[src/rtl/scsi_irq_pkg.sv]
package scsi_irq_pkg;
    localparam int DATA_W  = 8;
    localparam int ST0_W   = 8;
    localparam int ST1_W   = 3;
    localparam int PHASE_W = 3;

    typedef enum logic [1:0] {
        SEL_ST0 = 2'd0,
        SEL_ST1 = 2'd1,
        SEL_EN0 = 2'd2,
        SEL_EN1 = 2'd3
    } reg_sel_e;
endpackage

[src/rtl/irq_phase_event.sv]
module irq_phase_event #(
    parameter int PW = 3
) (
    input  logic          clk,
    input  logic          rst_n,
    input  logic          target_mode_i,
    input  logic          req_i,
    input  logic          atn_i,
    input  logic [PW-1:0] bus_phase_i,
    input  logic [PW-1:0] exp_phase_i,
    output logic          ev_o
);
    typedef struct packed {
        logic req;
        logic atn;
    } edge_t;

    edge_t edge_d, edge_q;
    logic  req_rise, atn_rise, mismatch;

    always_comb begin
        edge_d.req = req_i;
        edge_d.atn = atn_i;
        req_rise   = req_i & ~edge_q.req;
        atn_rise   = atn_i & ~edge_q.atn;
        mismatch   = (bus_phase_i != exp_phase_i);
        if (target_mode_i) begin
            ev_o = atn_rise;
        end else begin
            ev_o = req_rise & mismatch;
        end
    end

    always_ff @(posedge clk) begin
        if (!rst_n) begin
            edge_q <= '0;
        end else begin
            edge_q <= edge_d;
        end
    end
endmodule

[src/rtl/irq_busy_timer.sv]
module irq_busy_timer #(
    parameter int CYCLES = 12
) (
    input  logic clk,
    input  logic rst_n,
    input  logic start_i,
    output logic busy_o,
    output logic last_o
);
    localparam int CNT_W = $clog2(CYCLES + 1);
    localparam logic [CNT_W-1:0] LOAD = CNT_W'(CYCLES);
    localparam logic [CNT_W-1:0] ONE  = CNT_W'(1);

    logic [CNT_W-1:0] cnt_d, cnt_q;

    always_comb begin
        cnt_d = cnt_q;
        if (start_i) begin
            cnt_d = LOAD;
        end else if (cnt_q != '0) begin
            cnt_d = cnt_q - ONE;
        end
        busy_o = (cnt_q != '0);
        last_o = (cnt_q == ONE);
    end

    always_ff @(posedge clk) begin
        if (!rst_n) begin
            cnt_q <= '0;
        end else begin
            cnt_q <= cnt_d;
        end
    end
endmodule

[src/rtl/irq_status_bank.sv]
module irq_status_bank #(
    parameter int W = 8
) (
    input  logic         clk,
    input  logic         rst_n,
    input  logic [W-1:0] ev_i,
    input  logic         clr_i,
    input  logic         promote_i,
    output logic [W-1:0] stat_o,
    output logic [W-1:0] pend_o
);
    typedef struct packed {
        logic [W-1:0] stat;
        logic [W-1:0] pend;
    } bank_t;

    bank_t bank_d, bank_q;
    logic [W-1:0] clr_mask, promo, occupied, to_stat, to_pend;

    always_comb begin
        clr_mask = clr_i ? bank_q.stat : '0;
        promo    = promote_i ? (bank_q.pend & ~bank_q.stat) : '0;
        occupied = bank_q.stat | promo;
        to_stat  = ev_i & ~occupied;
        to_pend  = ev_i & occupied;
        bank_d.stat = (bank_q.stat & ~clr_mask) | promo | to_stat;
        bank_d.pend = (bank_q.pend & ~promo) | to_pend;
        stat_o = bank_q.stat;
        pend_o = bank_q.pend;
    end

    always_ff @(posedge clk) begin
        if (!rst_n) begin
            bank_q <= '0;
        end else begin
            bank_q <= bank_d;
        end
    end
endmodule

[src/rtl/scsi_irq_stack.sv]
module scsi_irq_stack
    import scsi_irq_pkg::*;
#(
    parameter int BUSY_CYCLES = 12
) (
    input  logic               clk,
    input  logic               rst_n,
    input  logic [ST0_W-2:0]   evt0_i,
    input  logic [ST1_W-1:0]   evt1_i,
    input  logic               target_mode_i,
    input  logic               req_i,
    input  logic               atn_i,
    input  logic [PHASE_W-1:0] bus_phase_i,
    input  logic [PHASE_W-1:0] exp_phase_i,
    input  logic               rd_en_i,
    input  logic               wr_en_i,
    input  logic [1:0]         addr_i,
    input  logic [DATA_W-1:0]  wdata_i,
    output logic [DATA_W-1:0]  rdata_o,
    output logic               busy_o,
    output logic               irq_o
);
    localparam int PAD1 = DATA_W - ST1_W;

    typedef struct packed {
        logic [ST0_W-1:0]  en0;
        logic [ST1_W-1:0]  en1;
        logic [DATA_W-1:0] rdata;
    } regs_t;

    regs_t regs_d, regs_q;

    logic             mm_ev;
    logic [ST0_W-1:0] ev0;
    logic [ST0_W-1:0] stat0_w, pend0_w;
    logic [ST1_W-1:0] stat1_w, pend1_w;
    logic             rd_st0, rd_st1, start_busy, busy_w, last_w;
    reg_sel_e         sel;

    irq_phase_event #(.PW(PHASE_W)) phase_i (
        .clk           (clk),
        .rst_n         (rst_n),
        .target_mode_i (target_mode_i),
        .req_i         (req_i),
        .atn_i         (atn_i),
        .bus_phase_i   (bus_phase_i),
        .exp_phase_i   (exp_phase_i),
        .ev_o          (mm_ev)
    );

    assign ev0 = {mm_ev, evt0_i};

    irq_status_bank #(.W(ST0_W)) bank0_i (
        .clk       (clk),
        .rst_n     (rst_n),
        .ev_i      (ev0),
        .clr_i     (rd_st0),
        .promote_i (last_w),
        .stat_o    (stat0_w),
        .pend_o    (pend0_w)
    );

    irq_status_bank #(.W(ST1_W)) bank1_i (
        .clk       (clk),
        .rst_n     (rst_n),
        .ev_i      (evt1_i),
        .clr_i     (rd_st1),
        .promote_i (last_w),
        .stat_o    (stat1_w),
        .pend_o    (pend1_w)
    );

    irq_busy_timer #(.CYCLES(BUSY_CYCLES)) busy_i (
        .clk     (clk),
        .rst_n   (rst_n),
        .start_i (start_busy),
        .busy_o  (busy_w),
        .last_o  (last_w)
    );

    always_comb begin
        sel        = reg_sel_e'(addr_i);
        rd_st0     = rd_en_i && !busy_w && (sel == SEL_ST0);
        rd_st1     = rd_en_i && !busy_w && (sel == SEL_ST1);
        start_busy = rd_st0 || rd_st1;
        regs_d     = regs_q;
        if (rd_en_i) begin
            case (sel)
                SEL_ST0: if (!busy_w) regs_d.rdata = stat0_w;
                SEL_ST1: if (!busy_w) regs_d.rdata = {{PAD1{1'b0}}, stat1_w};
                SEL_EN0: regs_d.rdata = regs_q.en0;
                default: regs_d.rdata = {{PAD1{1'b0}}, regs_q.en1};
            endcase
        end
        if (wr_en_i) begin
            case (sel)
                SEL_EN0: regs_d.en0 = wdata_i;
                SEL_EN1: regs_d.en1 = wdata_i[ST1_W-1:0];
                default: ;
            endcase
        end
        rdata_o = regs_q.rdata;
        busy_o  = busy_w;
        irq_o   = (|(stat0_w & regs_q.en0)) | (|(stat1_w & regs_q.en1));
    end

    always_ff @(posedge clk) begin
        if (!rst_n) begin
            regs_q <= '0;
        end else begin
            regs_q <= regs_d;
        end
    end
endmodule

[config.mk]
export PLATFORM = sky130hd
export DESIGN_NAME = scsi_irq_stack
export DESIGN_NICKNAME = d
export VERILOG_FILES = /design/src/rtl/scsi_irq_pkg.sv /design/src/rtl/irq_phase_event.sv /design/src/rtl/irq_busy_timer.sv /design/src/rtl/irq_status_bank.sv /design/src/rtl/scsi_irq_stack.sv
export SDC_FILE = /design/constraint.sdc
export NUM_CORES = 1
export LEC_CHECK = 0
export ABC_AREA = 0
export ABC_CLOCK_PERIOD_IN_PS = 2100
export BUFFER_PORTS_ARGS = -buffer_cell sky130_fd_sc_hd__buf_2
export CAP_MARGIN = 20
export CORE_MARGIN = 2
export CORE_UTILIZATION = 49
export DETAILED_ROUTE_END_ITERATION = 10
export GPL_TIMING_DRIVEN = 0
export MAX_ROUTING_LAYER = met4
export PLACE_DENSITY = 0.72
export SLEW_MARGIN = 0
export SYNTH_ARGS = -nofsm -noshare
export SYNTH_HDL_FRONTEND = slang
export SYNTH_HIERARCHICAL = 1
export SYNTH_SLANG_ARGS = --single-unit
[constraint.sdc]
create_clock -name clk -period 2.1 [get_ports clk]
set_clock_uncertainty 0.05 [all_clocks]
set_input_delay 0.42 -clock clk [delete_from_list [all_inputs] [get_ports clk]]
set_output_delay 0.42 -clock clk [all_outputs]
set_load 0.05 [all_outputs]
== Word-level counts from Yosys, hierarchy flattened ==
Cells that the tools add are included.

* Eq/ne operators: 7
* Bitwise logic cells: 35
* Add/subtract/negate cells: 1
* Reductions and logical operators: 14
* Muxes and demuxes: 10

{| class="wikitable"
|+ Operator list
! kind !! number
|-
| bitwise AND 8 bit || 6
|-
| two-way mux 8 bit || 4
|-
| inverter 8 bit || 4
|-
| OR 8 bit || 4
|-
| case mux 8 bit (3 select lines) || 1
|-
| bitwise AND 3 bit || 6
|-
| inverter 3 bit || 4
|-
| OR 3 bit || 4
|-
| two-way mux 4 bit || 2
|-
| OR reduction 8 bit || 1
|-
| two-way mux 3 bit || 2
|-
| equality test 2 bit (second input constant) || 2
|-
| equality test 4 x 1 -> 1 bit (second input constant) || 1
|-
| != test 2 bit (second input constant) || 2
|-
| AND reduction 2 bit || 2
|-
| nonzero test 4 bit || 1
|-
| subtractor 4 x 1 -> 4 bit (second input constant) || 1
|-
| bitwise AND 1 bit || 3
|-
| logical AND 1 bit || 3
|-
| != test 3 bit || 1
|-
| inverter 1 bit || 3
|-
| AND reduction 3 bit || 1
|-
| OR reduction 3 bit || 1
|-
| equality test 2 x 1 -> 1 bit (second input constant) || 1
|-
| other kinds (7) || 7
|}

* Logic and storage cells: 78
* Output and inout port bits: 10
* Register bits: 47
* Input port bits: 33

== Logic depth before layout (Yosys ltp) ==
* Depth after elaboration: 9
* Depth in mapped cells: 9
* Depth with buffers taken out: 8

== By module ==
The synthesis kept the hierarchy.

{| class="wikitable"
|+ By module, submodules not included
! module !! cells each !! times used !! seq. area each (um2) !! area each (um2)
|-
| scsi_irq_stack || 103 || 1 || 380.4 || 989.7
|-
| irq_status_bank (bank0_i) || 83 || 1 || 320.3 || 673.1
|-
| irq_status_bank (bank1_i) || 30 || 1 || 120.1 || 236.5
|-
| irq_busy_timer || 25 || 1 || 80.1 || 227.7
|-
| irq_phase_event || 12 || 1 || 40.0 || 112.6
|}

== Worst setup path before layout ==
Ideal clock, no wire load.

* Path type: reg2reg
* From: reg busy_i.cnt_q[0]
* To: reg regs_q[5] (netlist: rdata_o[5])
* Slack: -0.165 ns
* Path buffers: 2
* Period minus slack after synthesis: 2.265 ns
* Arrival: 2.143 ns
* Required time: 1.978 ns
* Stages on the path, launching flop included: 9
* Library setup time: 0.072 ns
* Cells stage by stage: dfxtp_1 > inv_1 > ha_1 > or3b_1 > clkbuf_2 > nor2b_2 > buf_2 > or4_1 > a21oi_1

* Longest elaborated chain between the ends: 3
* Elaborated cells between the ends (all ways): 4
* Classes of those cells: eq/ne (2); reduce/logical (2)

{| class="wikitable"
|+ Ends and longest elaborated chain
! what !! RTL line !! source
|-
| start, declared || irq_busy_timer.sv:14 || <nowiki>logic [CNT_W-1:0] cnt_d, cnt_q;</nowiki>
|-
| start signal, assigned || irq_busy_timer.sv:31 || <nowiki>cnt_q <= cnt_d;</nowiki>
|-
| nonzero test 4 bit (*) || irq_busy_timer.sv:23 || <nowiki>busy_o = (cnt_q != '0);</nowiki>
|-
| named net busy_o || scsi_irq_stack.sv:20 || <nowiki>output logic busy_o,</nowiki>
|-
| != test 2 bit (no source line) || -- ||
|-
| AND reduction 3 bit (no source line) (*) || -- ||
|-
| end signal, assigned || scsi_irq_stack.sv:111 || <nowiki>regs_q <= regs_d;</nowiki>
|-
| end, declared || scsi_irq_stack.sv:31 || <nowiki>regs_t regs_d, regs_q;</nowiki>
|}

Mark *: on every way through the listed nets, which the timed path passes. The rest lies on a longest branch.
A chain may end at the register's enable or synchronous reset.

== Worst setup path in the final report ==
* From: reg busy_i.cnt_q[1]
* To: reg regs_q[5] (netlist: rdata_o[5])

* Longest elaborated chain between the ends: 3
* Elaborated cells between the ends (all ways): 4
* Classes of those cells: eq/ne (2); reduce/logical (2)

{| class="wikitable"
|+ Ends and longest elaborated chain
! what !! RTL line
|-
| nonzero test 4 bit (*) || irq_busy_timer.sv:23
|-
| != test 2 bit (no source line) || --
|-
| AND reduction 3 bit (no source line) (*) || --
|}

Every way passes the cells marked *; elsewhere a longest branch is shown, timed or not.

==> results by group <==
Logic synthesis
  – Synth area leader: dfxtp_1
  – Post-synthesis sequential area ratio: 0.420
  – Synth Area in Compound Gates: 0.159
  – Post-Syn Nets: 289
  – Largest family of logic cells by synthesized area: simple AND/OR/NAND/NOR gates
  – Area share of fa/ha/maj cells after synthesis: 0.0168
  – Mapped Avg Cell Area: about 8.9 um2
  – Most used DFF post-synth: dfxtp_1
  – Most instantiated cells after synthesis: 47 x dfxtp_1, 37 x nor2_1, 22 x nand2_1
  – Share of the synthesized area in the top cell type: 0.420
  – Most common cell in the netlist: dfxtp_1
  – Synthesized cell area: 2240 um2
  – Cells after synthesis: around 250
  – Post-synth EDFFs: 0
  – Synth area leaders: dfxtp_1 42%, mux2i_1 7.6%, nor2_1 6.2%, a21oi_1 4.2%, o21ai_0 4.2%
  – Synth warn: 6
  – Xor-xnor portion of the synthesized cell area: 0.0196
  – Async S/R FF share, synth: 0
  – Post-Synth Simple-Gate Area: 0.208
  – Distinct cells, synth: 36
  – Mux contribution to synthesized area: 0.106
  – Register bit total from synthesis: 47

Clock tree
  – CTS Buf Count: 5
  – Reg clk slew, reported paths: around 0.080 ns
  – H-tree depth: 2
  – Post-CTS Hold Buffers: 0
  – CTS tree: built
  – Clk root buf: clkbuf_8
  – Total clock sinks: 47
  – Skew-Pair Late Insertion Delay: ~0.29 ns
  – Clock Path Buffers: 2

Critical path
  – Slowest CP cell: or4_1
  – CP top delay family: simple AND/OR/NAND/NOR gates
  – Setup Crit Path Kind: flop to flop
  – Crit-path max FO: 10
  – Worst path cell trace: inv_2 > ha_2 > or3b_4 > nor2b_4 > buf_4 > or4_1 > a21oi_1
  – Reg-to-reg slack, setup: ~0.072 ns
  – CP Capture Type: flop
  – Crit path arrival time: 2.20 ns
  – CP Launch Type: flop
  – Buffers and inverters on the worst path: 2
  – Max stage delay on crit path: approximately 0.47 ns
  – Required time of the critical path: roughly 2.3 ns

Drt
  – Final wirelength: between 4000 and 5000 um
  – Drt drc: 0
  – Drt wl/cell: about 13 um
  – Via count: ~1,800
  – Final ANT Viol Nets: 0
  – Via density: around 5.2
  – DRT Pass-1 Iters: 4
  – Iteration-0 DRC Markers: between 60 and 70

Die
  – Row cnt: 24
  – Core Region: about 4400 um2
  – Die X-Extent: between 70 and 80 um
  – I/O pin total: 43
  – Chip height: between 70 and 80 um
  – Initial Util: 0.511
  – Die area: 5130 um2

Pwr
  – PwrDens: roughly 910 nW/um2
  – P_sw: roughly 0.8 mW
  – Seq pwr share: 0.447
  – Worst VDD drop: ~0.00044 V
  – Internal: ~1.6 mW
  – Clock network power share: 0.223
  – Pleak: between 1 and 1.5 nW
  – Combinational power share: 0.330
  – Sw Ratio: 0.339

Layout
  – Post-route cell area: around 2600 um2
  – Area growth syn-to-layout: 17.9%
  – NumNets Final: between 300 and 400
  – Share of cells above drive strength 1: 0.278
  – Antenna diode count: 0
  – Final Util: 0.602
  – # fillers: just under 400

Place
  – Area post-placement: roughly 2500 um2
  – GPL Wtd Cong: 0.833
  – Post-DP HPWL: approximately 3300 um
  – IO buf count: approximately 40

Timing
  – Post-layout minimum cycle time: around 2.0 ns
  – # setup viols final: 0
  – Hold Fails Final Rpt: 0
  – Slew Viols, Final: 0
  – Slew @ Worst Pin: around 0.67 ns
  – Slew headroom: 0.552
  – Final worst path period share: 0.966
  – Fmax: just under 500 MHz

GRT
  – Largest net degree at the start of global routing: 18
  – Initial antenna violation count: 0
  – Vias in the first global route: ~1,700
  – First-pass GRT wire length: ~7400 um
  – Remaining Overflow, GRT: 0
  – All-layer global routing usage: 0.190

Outcome
  – Outcome: completed

Worst hold path
  – HP Class: primary input to flop

Run
  – Max-cap violation count: 0
[final timing paths]
path | start | to | depth (start not counted)
min reg2reg | rdata_o[5] | rdata_o[5] | 2
max reg2reg | busy_i/cnt_q[1] | rdata_o[5] | 7
min | req_i | phase_i/edge_q[1] | 2
max | busy_i/cnt_q[1] | rdata_o[5] | 7
[cells by family (layout without fill, tap and decap cells)]
logic type	after synthesis	count (layout)
mux	20	20
buf+inv	26	75
compound gates	58	58
flops	47	47
fa+ha+maj	3	3
xor+xnor	5	5
simple gates	94	94
[flip-flops by register name, indices dropped and copies added (netlist names)]
register        cells
rdata_o             8
regs_q             11
bank0_i/stat_o      8
bank1_i/pend_o      3
bank1_i/stat_o      3
busy_i/cnt_q        4
bank0_i/pend_o      8
phase_i/edge_q      2
[layout by cell type, fill, tap and decap left out, types with 2 or more instances in the layout]
master	count
nor2_1	37
nand2_1	22
nand3_1	5
dfxtp_1	45
a221oi_1	2
a21oi_1	19
clkbuf_1	2
o21ai_0	19
xor2_1	4
nand2b_4	2
inv_1	4
ha_1	2
a22o_1	2
nand2b_1	10
mux4_2	3
clkbuf_8	6
inv_2	2
and2_1	3
or4_1	5
a211oi_1	11
buf_2	44
buf_6	3
nor3_1	2
mux2i_1	17
dfxtp_2	2
a21oi_2	2
buf_4	11
[layout make-up]
type                    count  area [um2]  area share
well taps                  52        65.1      0.0246
inverters                   7        26.3     0.00995
clock inverters             1        5.00     0.00190
flip-flops and latches     47         943       0.357
repair buffers             43         220      0.0834
multi-input cells         180        1170       0.443
plain buffers              18         129      0.0488
clock buffers               6        82.6      0.0313
[worst register-to-register path, stage by stage, from the launching register on]
cell and delay, ns:
dfxtp_2 0.34, inv_2 0.07, ha_2 0.17, or3b_4 0.42
nor2b_4 0.15, buf_4 0.15, or4_1 0.47, a21oi_1 0.13
[through the flow]
| stage | hold WS, ns | instances | setup TNS [ns] | worst slack, ns | total power [mW] |
|---|---|---|---|---|---|
| 3_3_place_gp | 0.414 | 346 | -6.80 | -0.449 | 1.81 |
| 2_1_floorplan | 0.400 | 253 | 0 | 0.0222 | 1.65 |
| 6_report | 0.288 | 354 | 0 | 0.0719 | 2.39 |
| 5_1_grt | 0.286 | 354 | -0.000107 | -0.000107 | 2.54 |
| 4_1_cts | 0.281 | 355 | -0.00245 | -0.00245 | 2.41 |
| 3_5_place_dp | 0.418 | 346 | -0.516 | -0.144 | 1.84 |
[power by group through the flow]
stage / Sequential (mW) / Clock, mW / Combinational (mW)
after global routing: 1.08 / 0.590 / 0.869
after floorplan: 1.06 / 0 / 0.599
after global placement: 1.07 / 0 / 0.739
after CTS: 1.06 / 0.551 / 0.801
final: 1.07 / 0.533 / 0.788
after detailed placement: 1.08 / 0 / 0.755
[timing repair]
item,4_1_cts,5_1_grt
pin swaps,0,2
setup buffers,2,0
endpoints found under the setup margin,14,16
resized for setup,4,6
endpoints found under the hold margin,0,0
[layer usage]
metal  track usage  routed length, um  vias to the layer above
met1         0.248               2160                      823
met5             -                  0                        -
met3        0.0534                226                        4
met4        0.0503                 41                        0
li1              -                  -                      971
met2         0.290               2040                       45
Power figures use the tool's default switching activity.
